$ cat config.mk
export PLATFORM = sky130hd
export DESIGN_NAME = wordpump_dma
export DESIGN_NICKNAME = d
export VERILOG_FILES = /design/src/rtl/wordpump_dma.sv
export SDC_FILE = /design/constraint.sdc
export NUM_CORES = 1
export LEC_CHECK = 0
export BUFFER_PORTS_ARGS = -buffer_cell sky130_fd_sc_hd__buf_2
export CORE_UTILIZATION = 50
export CTS_CLUSTER_SIZE = 10
export DETAILED_ROUTE_END_ITERATION = 10
export PLACE_DENSITY = 0.84
export REMOVE_ABC_BUFFERS = 1
export SYNTH_ARGS = -nofsm -noshare
export SYNTH_HDL_FRONTEND = slang
export SYNTH_SLANG_ARGS = --single-unit
export TNS_END_PERCENT = 30
$ cat constraint.sdc
create_clock -name clk -period 5.42 [get_ports clk]
set_input_delay 0.271 -clock clk [delete_from_list [all_inputs] [get_ports clk]]
set_output_delay 0.271 -clock clk [all_outputs]
set_load 0.02 [all_outputs]
$ cat src/rtl/wordpump_dma.sv
module wordpump_dma #(
  parameter int AW = 32,
  parameter int CW = 16
) (
  input  logic          clk,
  input  logic          rst_n,
  input  logic          glb_en,
  input  logic          cfg_we,
  input  logic [1:0]    cfg_sel,
  input  logic [31:0]   cfg_wdata,
  input  logic [1:0]    rd_sel,
  output logic [31:0]   rd_data,
  input  logic          per_req,
  output logic          per_we,
  output logic [31:0]   per_wdata,
  output logic          mem_valid,
  output logic [AW-1:0] mem_addr,
  input  logic          mem_ready,
  input  logic [31:0]   mem_rdata,
  output logic          irq
);
  localparam int WW = AW - 2;

  typedef enum logic {S_IDLE, S_READ} st_t;

  st_t           st_q;
  logic [WW-1:0] waddr_q;
  logic [CW-1:0] cnt_q;
  logic          en_q, dir_q, mask_q, done_q;

  logic run, idle, start, zero_done, beat, last, ctl_wr;

  assign run       = en_q & glb_en & ~dir_q;
  assign idle      = (st_q == S_IDLE);
  assign start     = idle & run & per_req & (cnt_q != '0);
  assign zero_done = idle & run & (cnt_q == '0);
  assign beat      = (st_q == S_READ) & mem_ready;
  assign last      = beat & (cnt_q == CW'(1));
  assign ctl_wr    = cfg_we & (cfg_sel == 2'd2);

  assign mem_valid = (st_q == S_READ);
  assign mem_addr  = {waddr_q, 2'b00};
  assign per_we    = beat;
  assign per_wdata = mem_rdata;
  assign irq       = done_q & mask_q;

  always_comb begin
    case (rd_sel)
      2'd0:    rd_data = 32'({waddr_q, 2'b00});
      2'd1:    rd_data = 32'(cnt_q);
      2'd2:    rd_data = {28'd0, done_q, mask_q, dir_q, en_q};
      default: rd_data = '0;
    endcase
  end

  always_ff @(posedge clk or negedge rst_n) begin
    if (!rst_n) begin
      st_q    <= S_IDLE;
      waddr_q <= '0;
      cnt_q   <= '0;
      en_q    <= 1'b0;
      dir_q   <= 1'b0;
      mask_q  <= 1'b0;
      done_q  <= 1'b0;
    end else begin
      if (start) st_q <= S_READ;
      else if (beat) st_q <= S_IDLE;

      if (beat) begin
        waddr_q <= waddr_q + WW'(1);
        cnt_q   <= cnt_q - CW'(1);
      end
      if (last | zero_done) en_q <= 1'b0;

      if (cfg_we && cfg_sel == 2'd0) waddr_q <= cfg_wdata[AW-1:2];
      if (cfg_we && cfg_sel == 2'd1) cnt_q   <= cfg_wdata[CW-1:0];
      if (ctl_wr) begin
        en_q   <= cfg_wdata[0];
        dir_q  <= cfg_wdata[1];
        mask_q <= cfg_wdata[2];
      end

      if (ctl_wr && cfg_wdata[3]) done_q <= 1'b0;
      if (last | zero_done) done_q <= 1'b1;
    end
  end
endmodule


**After elaboration in Yosys (flattened, before gate mapping)**

Index checks and enable logic that the tools add are counted.

- Flip-flop bits (word level): 51
- Word-level logic and storage cells: 50

- $add $sub $neg: 2
- Equality and inequality tests: 5
- Mux-type cells: 11
- Bitwise gates (word level): 13
- Reductions and logical operators: 12

Operators by type and width:

| kind | count |
|---|---|
| 32-bit case mux with 3 select lines | 1 |
| 30-bit 2-to-1 mux | 2 |
| 16-bit 2-to-1 mux | 2 |
| 30-bit by 1-bit adder with 30-bit output (second input constant) | 1 |
| 16-bit by 1-bit equality test with 1-bit output (second input constant) | 1 |
| 16-bit logical NOT | 1 |
| 16-bit nonzero test | 1 |
| 16-bit by 1-bit subtractor with 16-bit output (second input constant) | 1 |
| 1-bit bitwise AND | 10 |
| 2-bit nonzero test | 5 |
| 1-bit 2-to-1 mux | 6 |
| 2-bit by 1-bit equality test with 1-bit output (second input constant) | 2 |
| 2-bit equality test (second input constant) | 2 |
| 2-bit logical NOT | 2 |
| 1-bit logical AND | 3 |
| 1-bit NOT | 2 |
| 1-bit OR | 1 |

**Longest topological paths before layout**

- Depth after elaboration: 7
- Depth in mapped cells: 7
- Gate-level depth less buffers: 6

**Least setup slack after synthesis**

No wires, ideal clock.

- Path type: reg-to-reg
- Start point: register waddr_q[0]
- End point: register waddr_q[18]
- Setup time: 0.082 ns
- Data arrival time: 1.881 ns
- Required time: 5.338 ns
- Slack: 3.457 ns
- Stages on the path, launching flop included: 6
- Period minus slack after synthesis: 1.963 ns
- Cell sequence: dfrtp_1 > ha_1 > nand3_2 > or4_4 > or3_1 > a31oi_1

- Longest elaborated chain between the ends: 3

Ends and longest elaborated chain:

| what | RTL line | text |
|---|---|---|
| start, declared | 27 | `logic [WW-1:0] waddr_q;` |
| start signal, assigned | 70 | `waddr_q <= waddr_q + WW'(1);` |
| start signal, assigned | 75 | `if (cfg_we && cfg_sel == 2'd0) waddr_q <= cfg_wdata[AW-1:2];` |
| 30-bit by 1-bit adder with 30-bit output | 70 |  |
| 30-bit 2-to-1 mux | 69 | `if (beat) begin` |
| 30-bit 2-to-1 mux | 75 |  |

Every way passes these cells. The select of a mux whose other input is x is not followed.
A chain may end at the register's enable or synchronous reset.

**Worst setup path in the final report**

- Start point: register waddr_q[13]
- End point: register waddr_q[23]

The elaborated chain is that of the path after synthesis.

==> flow_metrics.py <==
metrics = {
    "die": {
        "rows": 30,
        "fp.dieH_um": 86.3,
        "die_w_um": 86.3,
        "die-area_mm2": 0.00744,
        "coreArea_mm2": 0.00683,
        "pin_count": 173,
        "start_util_pct": 52.0,
    },
    "global_routing": {
        "grt_pass1_vias": 3151,
        "antenna_found_initial": 0,
        "grt_pass1_wl_mm": 16.2,
        "track_usage_pct": 28.6,
        "grt_start_max_net_pins": 52,
        "grt-ovfl-total": 0,
    },
    "critical_path": {
        "critPathRequiredTime_ns": 5.65,
        "critical_path_class": "flip-flop to flip-flop",
        "slowest_stage": "or4_1",
        "crit_chain": "and4_1 > nand4bb_1 > or4_1 > a31oi_1",
        "crit_path_end_kind": "flip-flop",
        "path_buf_inv": 0,
        "critPathMaxStageDelay_ns": 0.67,
        "arrival_ns": 2.55,
        "crit_family": "simple AND/OR/NAND/NOR gates",
        "startpoint_type": "flip-flop",
        "cp_max_fo": 18,
    },
    "timing": {
        "setup_viol": 0,
        "max_slew_margin_pct": 52.0,
        "finalCriticalPeriod_ns": 2.31,
        "grt_setup_unrepaired": "no",
        "worst_pin_slew_ns": 0.720,
        "setup_slack_ns": 3.11,
        "clock_skew_ns": 0.0101,
        "hold_viol": 0,
        "finalCritPeriodShare_pct": 42.7,
        "slew_violations": 0,
        "setup_tns_ns": 0,
        "max_freq_mhz": 432,
    },
    "run": {
        "cap_violations": 0,
    },
    "clock_network": {
        "clock_path_buffers": 2,
        "cts.sinks": 51,
        "cts_root_buf": "clkbuf_8",
        "cts_tree": "built",
        "cts_made_buffers": 5,
        "clkSlewWorstSetupHoldPaths_ns": 0.09,
        "ctsResizeCount": 0,
        "cts.hold.buffers_added": 0,
        "htreeDepth": 2,
        "post_cts_buffers": 0,
        "insertion_delay_ns": 0.31,
    },
    "yosys": {
        "yosysWarnings": 0,
        "synth_fa_ha_area_share_pct": 1.06,
        "synth_cells": 416,
        "synth_cell_type_count": 54,
        "synth_edf_count": 0,
        "yosysTopAreaCell": "dfrtp_1",
        "async_reset_ff_share_pct": 100,
        "synth_compound_area_share_pct": 12.4,
        "ys_seq_area_share_pct": 35.9,
        "synth_simple_gate_area_share_pct": 30.5,
        "synthXorXnorAreaFrac_pct": 5.92,
        "ys.flop_type": "dfrtp_1",
        "yosysTopAreaCellShare_pct": 35.9,
        "synth.mux.area_fraction_pct": 4.23,
        "synth_top_family_by_area": "simple AND/OR/NAND/NOR gates",
        "netlist_area_mm2": 0.00355,
        "avgSynthCellArea_um2": 8.54,
        "ys_seq_elements": 51,
        "ys_top_cells_by_area": "dfrtp_1, buf_4, nand2_1, o21ai_0, mux2i_1",
    },
    "pwr": {
        "p_per_area_mw_per_mm2": 299,
        "peakVddDrop_uv": 185,
        "p_total_uw": 1190,
        "clockPowerShare_pct": 18.9,
        "p_int_uw": 698,
        "p_sw_share_pct": 41.4,
        "combPwrFrac_pct": 33.1,
        "p_switching_uw": 493,
        "seq_power_share_pct": 48.0,
        "p_leak_uw": 0.00178,
    },
    "cells_and_area": {
        "nNetsFinal": 557,
        "final_util_pct": 58.4,
        "drive_gt1_share_pct": 27.4,
        "antenna_cells": 0,
        "final_cell_mix": "buf_2, nand2_1, dfrtp_1, nor2_1, o21ai_0",
        "layout_commonest_cell": "buf_2",
        "area_growth_pct": 12.3,
    },
    "route": {
        "drcViolationCount": 0,
        "drt-total-wl_mm": 10.5,
        "via_per_inst": 5.93,
        "wl_per_cell_um": 18.3,
        "first_pass_iters": 5,
        "vias": 3422,
        "postRouteAntennaNets": 0,
        "dr.first_iter.drc_count": 223,
    },
    "place": {
        "place_ws_ns": 3.14,
        "gp_congestion": 0.844,
        "numPortBuffers": 106,
        "hpwl_mm": 7.90,
    },
    "min_path": {
        "hp-class": "input port to async pin",
    },
    "status": {
        "status": "finished, final reports clean",
    },
}
[power groups by stage]
| stage | clock network [uW] | logic [uW] | registers (uW) |
|---|---|---|---|
| floorplan | 0 | 203 | 600 |
| global placement | 0 | 383 | 566 |
| detailed placement | 0 | 392 | 575 |
| CTS | 230 | 395 | 568 |
| global route | 247 | 430 | 584 |
| finish | 226 | 394 | 571 |
[cells by family (layout without fill, tap and decap cells)]
logic type                 after synthesis  count (layout)
AOI/OAI and AO/OA                       72              72
xor gates and xnor gates                24              24
adders and majority gates                3               3
buffers and inverters                   58             122
DFF                                     51              51
muxes                                   15              15
other                                    1               2
and+or+nand+nor                        192             192
[layer usage]
layer  part of all wire [%]  global-route usage [%]  vias to the layer above
li1                       -                       -                     1569
met1                     41                    36.1                     1631
met2                     45                    43.9                      199
met3                     12                    12.7                       21
met4                    1.9                    8.48                        2
met5                   0.39                    4.20                        -
[per-stage QoR]
step,cells,hold WS (ns),instance area (um2)
final,577,0.0726,3990
after global routing,577,0.130,3990
after CTS,577,0.0879,3990
after detailed placement,569,0.434,3900
after global placement,569,0.424,3900
after floorplan,365,-0.0246,3230
[synthesized netlist by cell type, types with 2 or more instances]
cell      number
and4bb_2       2
buf_2          4
xor2_1        11
clkbuf_1      14
and2_1        17
and3_1         3
nand4_1        9
nand2_1       57
o21ai_0       33
dfrtp_1       51
nor2_1        36
nor4_1         8
and4_1         4
nand3_1       14
nor3_1         3
a22o_1         2
o31ai_1       10
a211o_1        2
inv_1          6
ha_1           3
xnor2_1       13
or2_2          2
or3_1          6
a21o_1         2
a21oi_1        2
nor2b_1        3
buf_4         34
a31oi_1       16
mux2i_1       15
or4_1         10
[sequential cells by signal, indices dropped and copies added (netlist names)]
name / flops
mem_valid: 1
dir_q: 1
mask_q: 1
en_q: 1
done_q: 1
waddr_q: 30
cnt_q: 16
[cell type report]
cell class / instances / area, um2
inverter: 6 / 22.5
fill: 668 / 2840
sequential: 51 / 1280
multi-input combinational: 308 / 1930
tap: 96 / 120
timing repair buffer: 108 / 546
clock inverter: 3 / 20.0
clock buffer: 5 / 68.8
[path summary, 6_finish.rpt]
check	end	slack [ns]	cells after the start	start
min in group clk	waddr_q[19]	0.16	3	cfg_wdata[21]
worst max register to register	waddr_q[23]	3.11	4	waddr_q[13]
worst max-delay path	waddr_q[23]	3.11	4	waddr_q[13]
worst min-delay path	waddr_q[21]	0.07	2	rst_n
worst min register to register	dir_q	0.52	2	dir_q
max in group asynchronous	waddr_q[4]	4.90	2	rst_n
No activity file was read; power rests on OpenSTA's default activity.
